File: src/rtl/bsc_pkg.sv
package bsc_pkg;

   typedef enum logic [2:0] {
      ST_INTA  = 3'b000,
      ST_IORD  = 3'b001,
      ST_IOWR  = 3'b010,
      ST_HALT  = 3'b011,
      ST_FETCH = 3'b100,
      ST_MRD   = 3'b101,
      ST_MWR   = 3'b110,
      ST_PASS  = 3'b111
   } bstat_e;

   typedef enum logic [1:0] {
      PH_IDLE = 2'd0,
      PH_ADDR = 2'd1,
      PH_CMD  = 2'd2
   } phase_e;

   typedef struct packed {
      logic mrd;
      logic mwr;
      logic iord;
      logic iowr;
      logic inta;
   } cmd_t;

   localparam int CMD_COUNT = $bits(cmd_t);

endpackage

File: src/rtl/bsc_stat_track.sv
module bsc_stat_track #(
   parameter int                STAT_W    = 3,
   parameter logic [STAT_W-1:0] PASS_CODE = '1
) (
   input  logic              clk,
   input  logic              rst_n,
   input  logic [STAT_W-1:0] stat_i,
   output logic [STAT_W-1:0] prev_o,
   output logic              start_o
);

   logic [STAT_W-1:0] prev_q;

   always_ff @(posedge clk or negedge rst_n) begin
      if (!rst_n) prev_q <= PASS_CODE;
      else        prev_q <= stat_i;
   end

   assign prev_o  = prev_q;
   assign start_o = (prev_q == PASS_CODE) && (stat_i != PASS_CODE);

endmodule

File: src/rtl/bsc_cycle_fsm.sv
module bsc_cycle_fsm
   import bsc_pkg::*;
#(
   parameter int                STAT_W    = 3,
   parameter logic [STAT_W-1:0] PASS_CODE = '1
) (
   input  logic              clk,
   input  logic              rst_n,
   input  logic [STAT_W-1:0] stat_i,
   input  logic              start_i,
   output phase_e            phase_o,
   output logic [STAT_W-1:0] code_o,
   output logic              ale_o
);

   phase_e            phase_q, phase_d;
   logic [STAT_W-1:0] code_q;

   always_comb begin
      phase_d = phase_q;
      unique case (phase_q)
         PH_IDLE: if (start_i)               phase_d = PH_ADDR;
         PH_ADDR: phase_d = (stat_i == PASS_CODE) ? PH_IDLE : PH_CMD;
         PH_CMD:  if (stat_i == PASS_CODE)   phase_d = PH_IDLE;
         default: phase_d = PH_IDLE;
      endcase
   end

   always_ff @(posedge clk or negedge rst_n) begin
      if (!rst_n) begin
         phase_q <= PH_IDLE;
         code_q  <= PASS_CODE;
      end else begin
         phase_q <= phase_d;
         if (phase_q == PH_IDLE && start_i) code_q <= stat_i;
      end
   end

   assign phase_o = phase_q;
   assign code_o  = code_q;
   assign ale_o   = (phase_q == PH_ADDR);

   AST_ALE_SINGLE: assert property (@(posedge clk) disable iff (!rst_n)
      ale_o |=> !ale_o) else $error("ALE longer than one clock");

   AST_CODE_HELD: assert property (@(posedge clk) disable iff (!rst_n)
      (phase_q != PH_IDLE && phase_d != PH_IDLE) |=> $stable(code_q))
      else $error("latched code changed mid-cycle");

endmodule

File: src/rtl/bsc_cmd_decode.sv
module bsc_cmd_decode
   import bsc_pkg::*;
#(
   parameter int STAT_W = 3
) (
   input  phase_e            phase_i,
   input  logic [STAT_W-1:0] code_i,
   output cmd_t              cmd_o,
   output logic              den_o,
   output logic              dtr_o
);

   if (STAT_W != 3) begin : g_bad_width
      $error("bsc_cmd_decode: status width must be 3");
   end

   cmd_t base;
   logic is_write;

   always_comb begin
      base = '0;
      unique case (bstat_e'(code_i))
         ST_INTA:         base.inta = 1'b1;
         ST_IORD:         base.iord = 1'b1;
         ST_IOWR:         base.iowr = 1'b1;
         ST_FETCH, ST_MRD: base.mrd = 1'b1;
         ST_MWR:          base.mwr  = 1'b1;
         default:         base      = '0;
      endcase
   end

   assign is_write = (bstat_e'(code_i) == ST_IOWR) || (bstat_e'(code_i) == ST_MWR);
   assign cmd_o    = (phase_i == PH_CMD) ? base : '0;
   assign den_o    = (phase_i == PH_CMD) && (bstat_e'(code_i) != ST_HALT);
   assign dtr_o    = (phase_i != PH_IDLE) && is_write;

endmodule

File: src/rtl/bus_stat_cmd_dec.sv
module bus_stat_cmd_dec
   import bsc_pkg::*;
#(
   parameter int STAT_W      = 3,
   parameter bit CMD_ACT_LOW = 1'b0
) (
   input  logic              clk,
   input  logic              rst_n,
   input  logic [STAT_W-1:0] bus_stat,
   output logic              ale,
   output logic              den,
   output logic              dt_r,
   output logic              mem_rd,
   output logic              mem_wr,
   output logic              io_rd,
   output logic              io_wr,
   output logic              int_ack
);

   localparam logic [STAT_W-1:0] PASS_CODE = '1;

   if (STAT_W != 3) begin : g_bad_width
      $error("bus_stat_cmd_dec: STAT_W must be 3");
   end
   if (CMD_COUNT != 5) begin : g_bad_cmd
      $error("bus_stat_cmd_dec: command set must hold five strobes");
   end

   logic [STAT_W-1:0] prev;
   logic              start;
   phase_e            phase;
   logic [STAT_W-1:0] code;
   logic              ale_i, den_i, dtr_i;
   cmd_t              cmd;

   bsc_stat_track #(.STAT_W(STAT_W), .PASS_CODE(PASS_CODE)) u_track (
      .clk(clk), .rst_n(rst_n), .stat_i(bus_stat), .prev_o(prev), .start_o(start)
   );

   bsc_cycle_fsm #(.STAT_W(STAT_W), .PASS_CODE(PASS_CODE)) u_fsm (
      .clk(clk), .rst_n(rst_n), .stat_i(bus_stat), .start_i(start),
      .phase_o(phase), .code_o(code), .ale_o(ale_i)
   );

   bsc_cmd_decode #(.STAT_W(STAT_W)) u_dec (
      .phase_i(phase), .code_i(code), .cmd_o(cmd), .den_o(den_i), .dtr_o(dtr_i)
   );

   assign ale  = ale_i;
   assign dt_r = dtr_i;

   if (CMD_ACT_LOW) begin : g_low
      assign den     = ~den_i;
      assign mem_rd  = ~cmd.mrd;
      assign mem_wr  = ~cmd.mwr;
      assign io_rd   = ~cmd.iord;
      assign io_wr   = ~cmd.iowr;
      assign int_ack = ~cmd.inta;
   end else begin : g_high
      assign den     = den_i;
      assign mem_rd  = cmd.mrd;
      assign mem_wr  = cmd.mwr;
      assign io_rd   = cmd.iord;
      assign io_wr   = cmd.iowr;
      assign int_ack = cmd.inta;
   end

   AST_START_GIVES_ALE: assert property (@(posedge clk) disable iff (!rst_n)
      (prev == PASS_CODE && bus_stat != PASS_CODE) |=> ale_i)
      else $error("cycle start without ALE");

   AST_ONE_STROBE: assert property (@(posedge clk) disable iff (!rst_n)
      $onehot0(cmd)) else $error("several strobes at once");

   AST_STROBE_AFTER_ALE: assert property (@(posedge clk) disable iff (!rst_n)
      $rose(|cmd) |-> $past(ale_i)) else $error("strobe without ALE");

   AST_PASSIVE_ENDS: assert property (@(posedge clk) disable iff (!rst_n)
      ((|cmd) && bus_stat == PASS_CODE) |=> !(|cmd))
      else $error("strobe outlived passive status");

   AST_DEN_WITH_CMD: assert property (@(posedge clk) disable iff (!rst_n)
      (|cmd) == den_i) else $error("DEN out of step with strobes");

   AST_WRITE_DIR: assert property (@(posedge clk) disable iff (!rst_n)
      (cmd.mwr || cmd.iowr) |-> dtr_i) else $error("write without DT/R");

   AST_HALT_QUIET: assert property (@(posedge clk) disable iff (!rst_n)
      (phase == PH_CMD && code == 3'b011) |-> (cmd == '0 && !den_i))
      else $error("halt raised a strobe");

endmodule

File: config.mk
export PLATFORM = sky130hd
export DESIGN_NAME = bus_stat_cmd_dec
export DESIGN_NICKNAME = d
export VERILOG_FILES = /design/src/rtl/bsc_pkg.sv /design/src/rtl/bsc_stat_track.sv /design/src/rtl/bsc_cycle_fsm.sv /design/src/rtl/bsc_cmd_decode.sv /design/src/rtl/bus_stat_cmd_dec.sv
export SDC_FILE = /design/constraint.sdc
export NUM_CORES = 1
export LEC_CHECK = 0
export BUFFER_PORTS_ARGS = -buffer_cell sky130_fd_sc_hd__buf_2
export CAP_MARGIN = 20
export CORE_AREA = 2 2 39 41
export DETAILED_ROUTE_END_ITERATION = 10
export DIE_AREA = 0 0 41 43
export HOLD_SLACK_MARGIN = 0.15
export PLACE_DENSITY = 0.52
export SLEW_MARGIN = 20
export SYNTH_ARGS = -nofsm -noshare
export SYNTH_HDL_FRONTEND = slang
export SYNTH_SLANG_ARGS = --single-unit
File: constraint.sdc
create_clock -name clk -period 3.49 [get_ports clk]
set_input_delay 0.698 -clock clk [delete_from_list [all_inputs] [get_ports clk]]
set_output_delay 0.698 -clock clk [all_outputs]
set_load 0.01 [all_outputs]
==> metrics <==
outcome finished clean; clk buf depth 2; cell family with most CP delay simple AND/OR/NAND/NOR gates; DP Area 460 sq um; vias in the first global route around 280; die area approximately 0.0018 sq mm; register share of total power approximately 50%; CTS Buf Count 3; Combinational Power Share 24.5%; io pins 13; FMAX between 400 and 500 MHz; final worst-path cycle share 59.6%; cell chain of the critical path nand2b_1, or2_2, nor2_1, buf_2; fraction of layout instances using a drive strength above 1 between 40 and 50%; slowest cell on the critical path dfrtp_1; Antenna Nets Post-Route 0; grt total ovfl 0; area occupied by multi-input gates 154 sq um; Post-DP HPWL between 500 and 600 um; Area Growth Syn to Fin 28.0%; Clock power frac between 20 and 30%; sw power 88.2 uW; DR vias/cell 4.59; most frequent cells in the layout 12 x buf_2, 6 x dfstp_2, 5 x inv_1; hold buffers post-CTS 0; Setup WS pre-CTS roughly 1.7 ns; HP Class in -> async; first-pass GRT wire length approximately 1.1 mm; largest net degree at the start of global routing 9; most common cell after layout, fill and taps aside buf_2; initial drt markers 9; # DRC 0; TritonCTS clock tree built; First-pass DRT Iterations 4; antenna violations before repair 0; syn_nets 43; synth unique cells 17; PostCTS Resize Cnt 0; Net count, final 60; RSZ-0062 raised after global routing false; Power per Cell Area between 500 and 600 mW/mm^2; CP peak stage delay just under 0.4 ns; Final Critical Period 2.08 ns; WP buf/inv 1; Setup crit end kind output port; Hold Violations, Final 0; Setup TNS Final 0 ns; Avg Inst Size Synth 10.0 sq um; clock root buffer master clkbuf_4; WS Path Type reg -> out; sequential area share after synthesis about 55%; CP Data Required Time roughly 2.8 ns; vias between 300 and 400; Final GP Congestion about 0.74; CTS sink cnt 8; final setup margin ~1.4 ns; Pint approximately 200 uW; Core ar. approximately 0.0014 sq mm; Inst Count DP between 60 and 70; Routed WL between 600 and 700 um; Max-Cap Viols 0; worst vdd ir 0.205 mV; Clock Pin Slew Worst Setup and Hold Paths around 0.050 ns; Synth Register Bits 8; Pleak around 0.00024 uW; skew final between 0.002 and 0.0025 ns; Tightest Pin Transition roughly 0.25 ns; Synth Cell Area 380 sq um; All-Layer GR Usage about a tenth; Fill cells about 150; worst-path fanout max 6; fin. max-slew vios 0; Switching Fraction between 30 and 40%; PortBufs 12; die width 41 um; Non-Filler Instances 70; hold_ws about 0.27 ns; Design Area, Final slightly below 500 sq um; final setup fails 0; Starting Density 27.5%; Post CTS Setup Buffer Count 0; WL per Instance roughly 9.9 um; antenna cell count 0; Register Area approximately 210 sq um; Startpoint Class flip-flop; Worst Path Arrival roughly 1.4 ns; Die Ht roughly 43 um; Post-Syn Instances 38; count of warnings emitted by yosys 0; clock latency on the worst-skew pair about 0.25 ns; H-Tree Depth 1; Slew HR ~83%; # rows 14
==> registers in the layout, summed over array words and instances (netlist names) <==
register and count:
u_track.prev_o 3, u_fsm.code_o 3, u_fsm.phase_o 2
==> cells in the mapped netlist <==
| cell | number | share of area, % |
|---|---|---|
| nor3_1 | 1 | 1.3 |
| nor2_1 | 4 | 3.9 |
| o21a_1 | 1 | 2.0 |
| nand2b_1 | 2 | 3.3 |
| or2_2 | 1 | 1.6 |
| a21oi_1 | 3 | 3.9 |
| a31oi_1 | 4 | 6.6 |
| and4bb_4 | 1 | 4.3 |
| dfstp_2 | 6 | 41 |
| and2_4 | 1 | 2.3 |
| dfrtp_1 | 2 | 13 |
| or2b_1 | 1 | 2.0 |
| nor4b_1 | 1 | 2.3 |
| nor4_1 | 1 | 1.6 |
| a2bb2oi_1 | 1 | 2.3 |
| nand2_1 | 3 | 3.0 |
| inv_1 | 5 | 4.9 |
==> per-layer routing <==
metal  share of wire (%)  GRT usage (%)  vias to the layer above  wire length [um]
met2                  42           11.9                       17               289
met1                  49           14.5                      137               337
met3                 6.6              0                        2                46
met5                   0              0                        -                 0
li1                    -              -                      165                 -
met4                 2.7           12.0                        0                19
==> kinds of logic (layout without fill, tap and decap cells) <==
family                 count (synthesis)  after routing  share of synthesized area, %
and+or+nand+nor                       16             16                          25.7
DFF                                    8              8                          54.6
buffers and inverters                  5             21                          4.93
AOI/OAI and AO/OA                      9              9                          14.8
==> stage by stage <==
stage	total power, uW	util [%]
global route	312	35.2
floorplan	189	-
CTS	292	35.2
detailed placement	216	33.3
finish	287	35.2
global placement	217	33.3
==> path summary, 6_finish.rpt <==
path | startpoint | end | slack (ns) | cells after the start
max reg2reg | u_track.prev_o[1] | u_fsm.phase_o[0] | 2.39 | 3
min | rst_n | u_fsm.phase_o[1] | 0.27 | 1
max | u_fsm.phase_o[0] | mem_rd | 1.41 | 4
max in group asynchronous | rst_n | u_fsm.code_o[2] | 2.98 | 1
min reg2reg | u_track.prev_o[2] | u_fsm.code_o[2] | 0.55 | 2
min in group clk | u_track.prev_o[2] | u_fsm.code_o[2] | 0.55 | 2
==> power groups by stage <==
stage / sequential, uW / clock, uW / combinational [uW]
floorplan: 139 / 0 / 50.1
finish: 143 / 73.5 / 70.3
global route: 148 / 82.2 / 81.7
detailed placement: 145 / 0 / 71.2
CTS: 143 / 77.5 / 71.3
global placement: 145 / 0 / 71.8
==> layout make-up <==
| class | instances | share of cell area [%] |
|---|---|---|
| tap | 16 | 4.11 |
| inverter | 5 | 3.86 |
| timing repair buffer | 12 | 12.3 |
| sequential | 8 | 42.7 |
| clock buffer | 4 | 5.40 |
| multi-input combinational | 25 | 31.6 |
Note: power is estimated with default switching activity, not from simulation.
